===== config.mk =====
export PLATFORM = sky130hd
export DESIGN_NAME = dram_issue_check
export DESIGN_NICKNAME = d
export VERILOG_FILES = /design/src/rtl/dram_chk_pkg.sv /design/src/rtl/faw_window.sv /design/src/rtl/row_access_ctr.sv /design/src/rtl/cmd_rules.sv /design/src/rtl/dram_issue_check.sv
export SDC_FILE = /design/constraint.sdc
export NUM_CORES = 1
export LEC_CHECK = 0
export CAP_MARGIN = 20
export CORE_AREA = 2 2 465 467
export CTS_CLUSTER_DIAMETER = 80
export DETAILED_ROUTE_END_ITERATION = 8
export DIE_AREA = 0 0 467 469
export GPL_ROUTABILITY_DRIVEN = 0
export HOLD_SLACK_MARGIN = 0.12
export PLACE_DENSITY = 0.33
export RECOVER_POWER = 100
export SLEW_MARGIN = 30
export SYNTH_ARGS = -nofsm -noshare
export SYNTH_HDL_FRONTEND = slang
export SYNTH_HIERARCHICAL = 1
export SYNTH_SLANG_ARGS = --single-unit

===== constraint.sdc =====
create_clock -name clk -period 5.28 [get_ports clk]
set_input_delay 1.056 -clock clk [delete_from_list [all_inputs] [get_ports clk]]
set_output_delay 1.056 -clock clk [all_outputs]
set_load 0.02 [all_outputs]

===== src/rtl/dram_chk_pkg.sv =====
package dram_chk_pkg;

  typedef enum logic [2:0] {
    CMD_ACT = 3'd0,
    CMD_RD  = 3'd1,
    CMD_RDA = 3'd2,
    CMD_WR  = 3'd3,
    CMD_WRA = 3'd4,
    CMD_PRE = 3'd5,
    CMD_REF = 3'd6
  } cmd_e;

  typedef enum logic [1:0] {
    BK_IDLE = 2'd0,
    BK_REFR = 2'd1,
    BK_OPEN = 2'd2
  } bank_st_e;

endpackage


===== src/rtl/faw_window.sv =====
module faw_window #(
  parameter int SLOTS = 4,
  parameter int T_FAW = 20,
  localparam int TW = (T_FAW > 1) ? $clog2(T_FAW + 1) : 1,
  localparam int OW = $clog2(SLOTS + 1)
) (
  input  logic          clk,
  input  logic          rst,
  input  logic          load,
  output logic [OW-1:0] occ,
  output logic          full
);

  logic [TW-1:0] left [SLOTS];
  logic [$clog2(SLOTS+1)-1:0] pick;
  logic found;

  // lowest free slot takes the next activate
  always_comb begin
    pick  = '0;
    found = 1'b0;
    for (int i = 0; i < SLOTS; i++) begin
      if (!found && left[i] == '0) begin
        pick  = ($clog2(SLOTS+1))'(i);
        found = 1'b1;
      end
    end
  end

  always_ff @(posedge clk) begin
    if (rst) begin
      for (int i = 0; i < SLOTS; i++) left[i] <= '0;
    end else begin
      for (int i = 0; i < SLOTS; i++) begin
        if (load && found && pick == ($clog2(SLOTS+1))'(i))
          left[i] <= TW'(T_FAW - 1);
        else if (left[i] != '0)
          left[i] <= left[i] - 1'b1;
      end
    end
  end

  always_comb begin
    occ = '0;
    for (int i = 0; i < SLOTS; i++)
      if (left[i] != '0) occ = occ + 1'b1;
  end

  assign full = (occ >= OW'(SLOTS));

endmodule


===== src/rtl/row_access_ctr.sv =====
module row_access_ctr #(
  parameter int ACC_MAX = 16,
  localparam int AW = $clog2(ACC_MAX + 1)
) (
  input  logic          clk,
  input  logic          rst,
  input  logic          clr,
  input  logic          inc,
  output logic [AW-1:0] cnt,
  output logic          at_cap
);

  always_ff @(posedge clk) begin
    if (rst || clr)
      cnt <= '0;
    else if (inc && cnt < AW'(ACC_MAX))
      cnt <= cnt + 1'b1;
  end

  assign at_cap = (cnt >= AW'(ACC_MAX));

endmodule


===== src/rtl/cmd_rules.sv =====
module cmd_rules
  import dram_chk_pkg::*;
#(
  parameter int ROW_W = 14,
  parameter int CYC_W = 32
) (
  input  logic [2:0]       cmd,
  input  logic [1:0]       st,
  input  logic [ROW_W-1:0] open_row,
  input  logic [ROW_W-1:0] req_row,
  input  logic [CYC_W-1:0] cyc,
  input  logic [CYC_W-1:0] n_act,
  input  logic [CYC_W-1:0] n_rd,
  input  logic [CYC_W-1:0] n_wr,
  input  logic [CYC_W-1:0] n_pre,
  input  logic             win_full,
  input  logic             acc_cap,
  output logic             ok,
  output logic             bad
);

  logic is_open, row_hit;
  assign is_open = (st == BK_OPEN);
  assign row_hit = (req_row == open_row);

  always_comb begin
    ok  = 1'b0;
    bad = 1'b0;
    case (cmd)
      CMD_ACT:          ok = (st == BK_IDLE || st == BK_REFR) && (cyc >= n_act) && !win_full;
      CMD_RD, CMD_RDA:  ok = is_open && (cyc >= n_rd) && row_hit && !acc_cap;
      CMD_WR, CMD_WRA:  ok = is_open && (cyc >= n_wr) && row_hit && !acc_cap;
      CMD_PRE:          ok = is_open && (cyc >= n_pre);
      CMD_REF:          ok = 1'b0;
      default:          bad = 1'b1;
    endcase
  end

endmodule


===== src/rtl/dram_issue_check.sv =====
module dram_issue_check
  import dram_chk_pkg::*;
#(
  parameter int RANKS     = 2,
  parameter int BANKS     = 4,
  parameter int ROW_W     = 14,
  parameter int CYC_W     = 32,
  parameter int ACC_MAX   = 16,
  parameter int T_FAW     = 20,
  parameter int ACT_LIMIT = 4,
  localparam int NB   = RANKS * BANKS,
  localparam int RK_W = (RANKS > 1) ? $clog2(RANKS) : 1,
  localparam int BK_W = (BANKS > 1) ? $clog2(BANKS) : 1,
  localparam int GI_W = (NB > 1) ? $clog2(NB) : 1
) (
  input  logic                  clk,
  input  logic                  rst,
  input  logic [2:0]            cmd_i,
  input  logic [RK_W-1:0]       rank_i,
  input  logic [BK_W-1:0]       bank_i,
  input  logic [ROW_W-1:0]      row_i,
  input  logic [CYC_W-1:0]      cycle_i,
  input  logic                  cmd_issue_i,
  input  logic [NB*2-1:0]       bank_state_i,
  input  logic [NB*ROW_W-1:0]   open_row_i,
  input  logic [NB*CYC_W-1:0]   next_act_i,
  input  logic [NB*CYC_W-1:0]   next_rd_i,
  input  logic [NB*CYC_W-1:0]   next_wr_i,
  input  logic [NB*CYC_W-1:0]   next_pre_i,
  output logic                  issuable_o,
  output logic                  bad_cmd_o
);

  localparam int OW = $clog2(ACT_LIMIT + 1);
  localparam int AW = $clog2(ACC_MAX + 1);

  logic [GI_W-1:0]  gidx;
  logic [1:0]       sel_state;
  logic [ROW_W-1:0] sel_row;
  logic [CYC_W-1:0] sel_act, sel_rd, sel_wr, sel_pre;
  logic             fire, fire_act, fire_rw, is_rw;

  logic [RANKS-1:0]      rk_full, rk_load;
  logic [RANKS*OW-1:0]   faw_occ;
  logic [NB-1:0]         bk_cap, bk_inc, bk_clr;
  logic [NB*AW-1:0]      acc_cnt;

  assign gidx = GI_W'(int'(rank_i) * BANKS + int'(bank_i));

  // per-bank snapshot selection
  always_comb begin
    sel_state = '0;
    sel_row   = '0;
    sel_act   = '0;
    sel_rd    = '0;
    sel_wr    = '0;
    sel_pre   = '0;
    for (int b = 0; b < NB; b++) begin
      if (gidx == GI_W'(b)) begin
        sel_state = bank_state_i[b*2 +: 2];
        sel_row   = open_row_i[b*ROW_W +: ROW_W];
        sel_act   = next_act_i[b*CYC_W +: CYC_W];
        sel_rd    = next_rd_i[b*CYC_W +: CYC_W];
        sel_wr    = next_wr_i[b*CYC_W +: CYC_W];
        sel_pre   = next_pre_i[b*CYC_W +: CYC_W];
      end
    end
  end

  cmd_rules #(.ROW_W(ROW_W), .CYC_W(CYC_W)) u_rules (
    .cmd      (cmd_i),
    .st       (sel_state),
    .open_row (sel_row),
    .req_row  (row_i),
    .cyc      (cycle_i),
    .n_act    (sel_act),
    .n_rd     (sel_rd),
    .n_wr     (sel_wr),
    .n_pre    (sel_pre),
    .win_full (rk_full[rank_i]),
    .acc_cap  (bk_cap[gidx]),
    .ok       (issuable_o),
    .bad      (bad_cmd_o)
  );

  assign is_rw    = (cmd_i == CMD_RD) || (cmd_i == CMD_RDA) ||
                    (cmd_i == CMD_WR) || (cmd_i == CMD_WRA);
  assign fire     = cmd_issue_i && issuable_o;
  assign fire_act = fire && (cmd_i == CMD_ACT);
  assign fire_rw  = fire && is_rw;

  for (genvar r = 0; r < RANKS; r++) begin : g_rank
    assign rk_load[r] = fire_act && (rank_i == RK_W'(r));
    faw_window #(.SLOTS(ACT_LIMIT), .T_FAW(T_FAW)) u_win (
      .clk  (clk),
      .rst  (rst),
      .load (rk_load[r]),
      .occ  (faw_occ[r*OW +: OW]),
      .full (rk_full[r])
    );
  end

  for (genvar b = 0; b < NB; b++) begin : g_bank
    assign bk_inc[b] = fire_rw  && (gidx == GI_W'(b));
    assign bk_clr[b] = fire_act && (gidx == GI_W'(b));
    row_access_ctr #(.ACC_MAX(ACC_MAX)) u_acc (
      .clk    (clk),
      .rst    (rst),
      .clr    (bk_clr[b]),
      .inc    (bk_inc[b]),
      .cnt    (acc_cnt[b*AW +: AW]),
      .at_cap (bk_cap[b])
    );
  end

endmodule


# --- Word-level counts from Yosys, hierarchy flattened ---
# Memory sizes are Yosys's and may differ from the RTL's.
# Cells that the tools add are included.
word_totals:
  regBits: 40
  mem_bits_rw: 40
  elab_cells: 344
  mem_count: 2
mem_list:
  columns: ["name", "depth", "width", "read_ports", "rd_clocked_by_memory_dff", "write_ports", "line", "rtl"]
  rows:
  - ["g_rank[0].u_win.left", 4, 5, 4, 0, 4, "faw_window.sv:14", "logic [TW-1:0] left [SLOTS];"]
  - ["g_rank[1].u_win.left", 4, 5, 4, 0, 4, "faw_window.sv:14", null]
op_classes:
  add_sub_neg: 23
  order_cmp: 24
  n_eq_ne: 22
  mux: 150
  n_bitwise: 17
  n_reduce_logical: 98
op_table:
  columns: ["operator", "count"]
  rows:
  - ["$mux 32", 32]
  - ["$ge 32x32->1", 4]
  - ["$mux 14", 8]
  - ["$mux 5", 16]
  - ["$mux 1", 74]
  - ["$logic_and 1x1->1", 54]
  - ["$add 5x1->5 const B", 8]
  - ["$ge 5x5->1 const B", 8]
  - ["$logic_not 5->1", 8]
  - ["$lt 5x5->1 const B", 8]
  - ["$reduce_bool 5->1", 8]
  - ["$sub 5x1->5 const B", 8]
  - ["$mux 2", 12]
  - ["$eq 3x3->1 const B", 7]
  - ["$mux 3", 6]
  - ["$or 1x1->1", 16]
  - ["$eq 14x14->1", 1]
  - ["$add 3x1->3 const B", 4]
  - ["$eq 3x2->1 const B", 4]
  - ["$logic_not 3->1", 4]
  - ["$logic_or 1x1->1", 12]
  - ["$eq 2x2->1 const B", 5]
  - ["$logic_not 1->1", 8]
  - ["$reduce_or 7->1", 1]
  - ["other kinds (12)", 18]

# --- Longest topological paths before layout ---
logic_depth:
  depth_word: 25
  depth_mapped: 22

# --- Modules after synthesis ---
# Netlist, hierarchy kept.
modules_own_cells:
  columns: ["module", "instances", "cells_per_inst", "area_per_inst_um2", "seq_area_each_um2"]
  rows:
  - ["dram_issue_check", 1, 1374, 10167.3, 0.0]
  - ["cmd_rules", 1, 474, 3423.3, 0.0]
  - ["row_access_ctr", 8, 25, 259.0, 100.1]
  - ["faw_window (g_rank[0].u_win)", 1, 128, 1395.1, 600.6]
  - ["faw_window (g_rank[1].u_win)", 1, 128, 1383.8, 600.6]

# --- Least setup slack after synthesis ---
# No wires, ideal clock.
synth_timing:
  path_kind: "input port to flip-flop"
  from: "input bank_i[0]"
  to: "memory g_rank[1].u_win/left[2][0] (netlist name), enable pin"
  setup_time_ps: 278
  arrival_ps: 4777
  path_slack_ps: 225
  cell_stages: 18
  n_path_buf: 3
  path_cell_list: "buf_6 buf_6 buf_8 mux2i_1 a211o_1 a32oi_1 ha_1 nand2b_4 a2111oi_2 a2111oi_1 or4b_4 a211oi_2 or2_1 nand3_1 nand3_1 inv_1 and3b_1 or3_1"
synth_lines:
  columns: ["element", "line", "rtl"]
  rows:
  - ["from (decl)", "dram_issue_check.sv:20", "input logic [BK_W-1:0] bank_i,"]
  - ["to (decl)", "faw_window.sv:14", null]

# --- Worst setup path in the final report ---
layout_timing:
  from: "input bank_i[0]"
  to: "output issuable_o"
layout_via:
  elab_cells_between_ends: 79
layout_lines:
  columns: ["element", "line", "rtl"]
  rows:
  - ["$add 3x2->3 (*)", "dram_issue_check.sv:48", "assign gidx = GI_W'(int'(rank_i) * BANKS + int'(bank_i));"]
  - ["$logic_not 3->1", "dram_issue_check.sv:59", "if (gidx == GI_W'(b)) begin"]
  - ["$mux 32 (7 in a row)", "dram_issue_check.sv:59", null]
  - ["$mux 32 (*)", "dram_issue_check.sv:59", null]
  - ["named net sel_pre[3]", "dram_issue_check.sv:40", "logic [CYC_W-1:0] sel_act, sel_rd, sel_wr, sel_pre;"]
  - ["$ge 32x32->1 (*)", "cmd_rules.sv:33", "CMD_PRE: ok = is_open && (cyc >= n_pre);"]
  - ["$logic_and 1x1->1 (*)", "cmd_rules.sv:33", null]
  - ["$pmux 1 s4 (*)", "cmd_rules.sv:29", "case (cmd)"]
  - ["to (decl)", "dram_issue_check.sv:30", "output logic issuable_o,"]
# Mark *: on every way through the listed nets, which the timed path passes. The rest lies on a longest branch. The select of a mux whose other input is x is not followed.

==> results.ini <==
[run_status]
run_status = finished, violations left
violations = max-capacitance violations, max-slew violations, negative setup slack

[critical_path]
crit_required_ns = 4.22
worstSetupPathType = in -> out
cp-end-kind = output port
worstPathMaxFanout = 26
cp-start-kind = input pin
worstPathArrival_ns = 4.57

[synth]
synth_area_sq_um = 18390
postSynthAreaPerCell_sq_um = 8.009
yosys_warnings = 6
synth_fp_nets = 3675
synthCells = 2296

[cells_and_area]
drive_gt1_share_pct = 17.06
fill_cells = 24090
synthToLayoutAreaGrowth_pct = 110.6
utilization_pct = 18.11
layout.nets = 5131
instances_no_fill = 6636
final_area_sq_um = 38720

[power_and_ir_drop]
peakVddDrop_uv = 129.0
p_total_uw = 5898
p_leak_uw = 0.01476
powerDensity_nw_per_um2 = 152.3

[timing]
min_period_over_period_pct = 106.5
finalMaxSlewViolations = 52
fin_crit_ns = 5.624
fin_skew_ns = 0.01202
finalSetupViolations = 34
worstMarginPinSlew_ns = 2.489
clock.fmax_mhz = 177.8
finalHoldViolations = 0
setup_slack_ns = -0.3437
rsz0062_at_grt = yes
relSlewSlack_pct = -65.90

[global_routing]
antenna_found_initial = 143
overflow = 0
grt_pass1_vias = 26520
grt_max_degree = 52
grt_use_total_pct = 17.18
grt_pass1_wl_mm = 251.8

[route]
wire_per_inst_microns = 30.02
first_pass_iters = 8
finalWirelength_mm = 199.2
dr_total_vias = 25770
drt_iter0_drc = 1459
drc = 0
ant_nets = 0
detail_route.vias_per_cell = 3.883

[placement]
dp_slack_ns = -1.685
io_buffers = 1208
dp_hpwl_mm = 176.3
dpl-instance-area_sq_um = 36880
dp_cells = 6546

[floorplanning]
start_util_pct = 8.602
dieArea_sq_um = 219000
dieHeight_microns = 469
coreArea_sq_um = 213800
rows = 170
ioPinCount = 1209
dieWidth_microns = 467

[clock_network]
clk_pin_slew_ns = 0.07
cts_buffers = 9
cts_tree = yes
clockBufferDepth = 2
cts_hold_buf = 0
htreeDepth = 3
cts.sinks = 80
clk_latency_ns = 0.35
root_buffer = clkbuf_16

[run]
max-cap-violations = 1

[worst_hold_path]
worstHoldPathType = reg -> reg

==> routing by layer <==
layer / GRT usage (%) / up-vias / share of wire (%)
met4: 3.364 / 64 / 1.9
met2: 31.19 / 1119 / 50
met1: 19.93 / 12410 / 40
li1: - / 11950 / -
met5: 0 / - / 0.19
met3: 4.865 / 226 / 7.6
==> state kept, by name, indices dropped and copies added (netlist names) <==
| signal | cells |
|---|---|
| g_bank.u_acc/cnt | 40 |
| g_rank.u_win/left | 40 |
==> repair_timing <==
action / 4_1_cts / 5_1_grt
gates cloned: 5 / 0
pin swaps: 33 / 27
setup buffers: 29 / 2
gates resized for setup: 147 / 37
endpoints found under the setup margin: 113 / 109
==> layout make-up <==
class	count	area (sq um)	area share, %
Antenna cell	41	102.6	0.2650
Clock buffer	12	277.8	0.7174
Clock inverter	4	32.53	0.08401
Inverter	170	658.1	1.700
Multi-Input combinational cell	1838	15420	39.84
Sequential cell	80	2002	5.170
Tap cell	2838	3551	9.171
Timing Repair Buffer	1653	16670	43.06
==> worst max-delay path, stage by stage <==
cell	delay, ns
buf_16	0.15
buf_16	0.16
buf_4	0.22
buf_12	0.19
mux2i_1	0.10
a211o_1	0.30
a32oi_1	0.30
inv_1	0.13
ha_1	0.25
a2111oi_2	0.23
a2111oi_1	0.10
or4b_4	0.54
a211oi_4	0.25
or2_4	0.21
nand3_4	0.13
buf_8	0.17
==> path summary, 6_finish.rpt <==
| path | start | end | slack [ns] | depth (start not counted) |
|---|---|---|---|---|
| hold reg to reg | g_bank[7].u_acc/cnt[2]$_SDFFE_PP0P_ | g_bank[7].u_acc/cnt[2]$_SDFFE_PP0P_ | 0.54 | 2 |
| setup / recovery | bank_i[0] | issuable_o | -0.34 | 16 |
| hold / removal | g_bank[7].u_acc/cnt[2]$_SDFFE_PP0P_ | g_bank[7].u_acc/cnt[2]$_SDFFE_PP0P_ | 0.54 | 2 |
| setup reg to reg | g_rank[0].u_win/left[1][0]$_SDFFCE_PN0P_ | g_bank[4].u_acc/cnt[1]$_SDFFE_PP0P_ | 0.05 | 26 |
==> report_power, final <==
group	internal, uW	leakage, uW	switching (uW)
Clock	377	0.000155	282
Combinational	2260	0.0138	2010
Sequential	848	0.000775	117
Total	3490	0.0148	2410
==> layout by cell type (no fill, tap or decap), drive strengths merged, types with 11 or more instances in the layout <==
master         count
a211o            131
a21boi           128
a21o              15
a21oi             51
a221o             15
a22oi            271
a31oi             27
a32oi            128
and3b             11
buf              444
clkbuf            15
clkdlybuf4s50   1202
dfxtp             40
diode             41
edfxtp            40
ha               172
inv              172
mux2              27
mux2i            161
nand2             42
nand2b           140
nand3             20
nand4             20
nor2              32
nor3              72
nor3b             15
o21ai            168
o2bb2ai           16
xnor2             29
xor2              22
==> metrics by stage <==
stage          setup TNS [ns]  hold WS, ns
2_1_floorplan               0       0.5036
3_3_place_gp          -176.02       0.5359
3_5_place_dp          -163.71       0.5354
4_1_cts                -3.269       0.5475
5_1_grt                -14.67       0.5791
6_report               -3.484       0.5433
No activity file was read; power rests on OpenSTA's default activity.
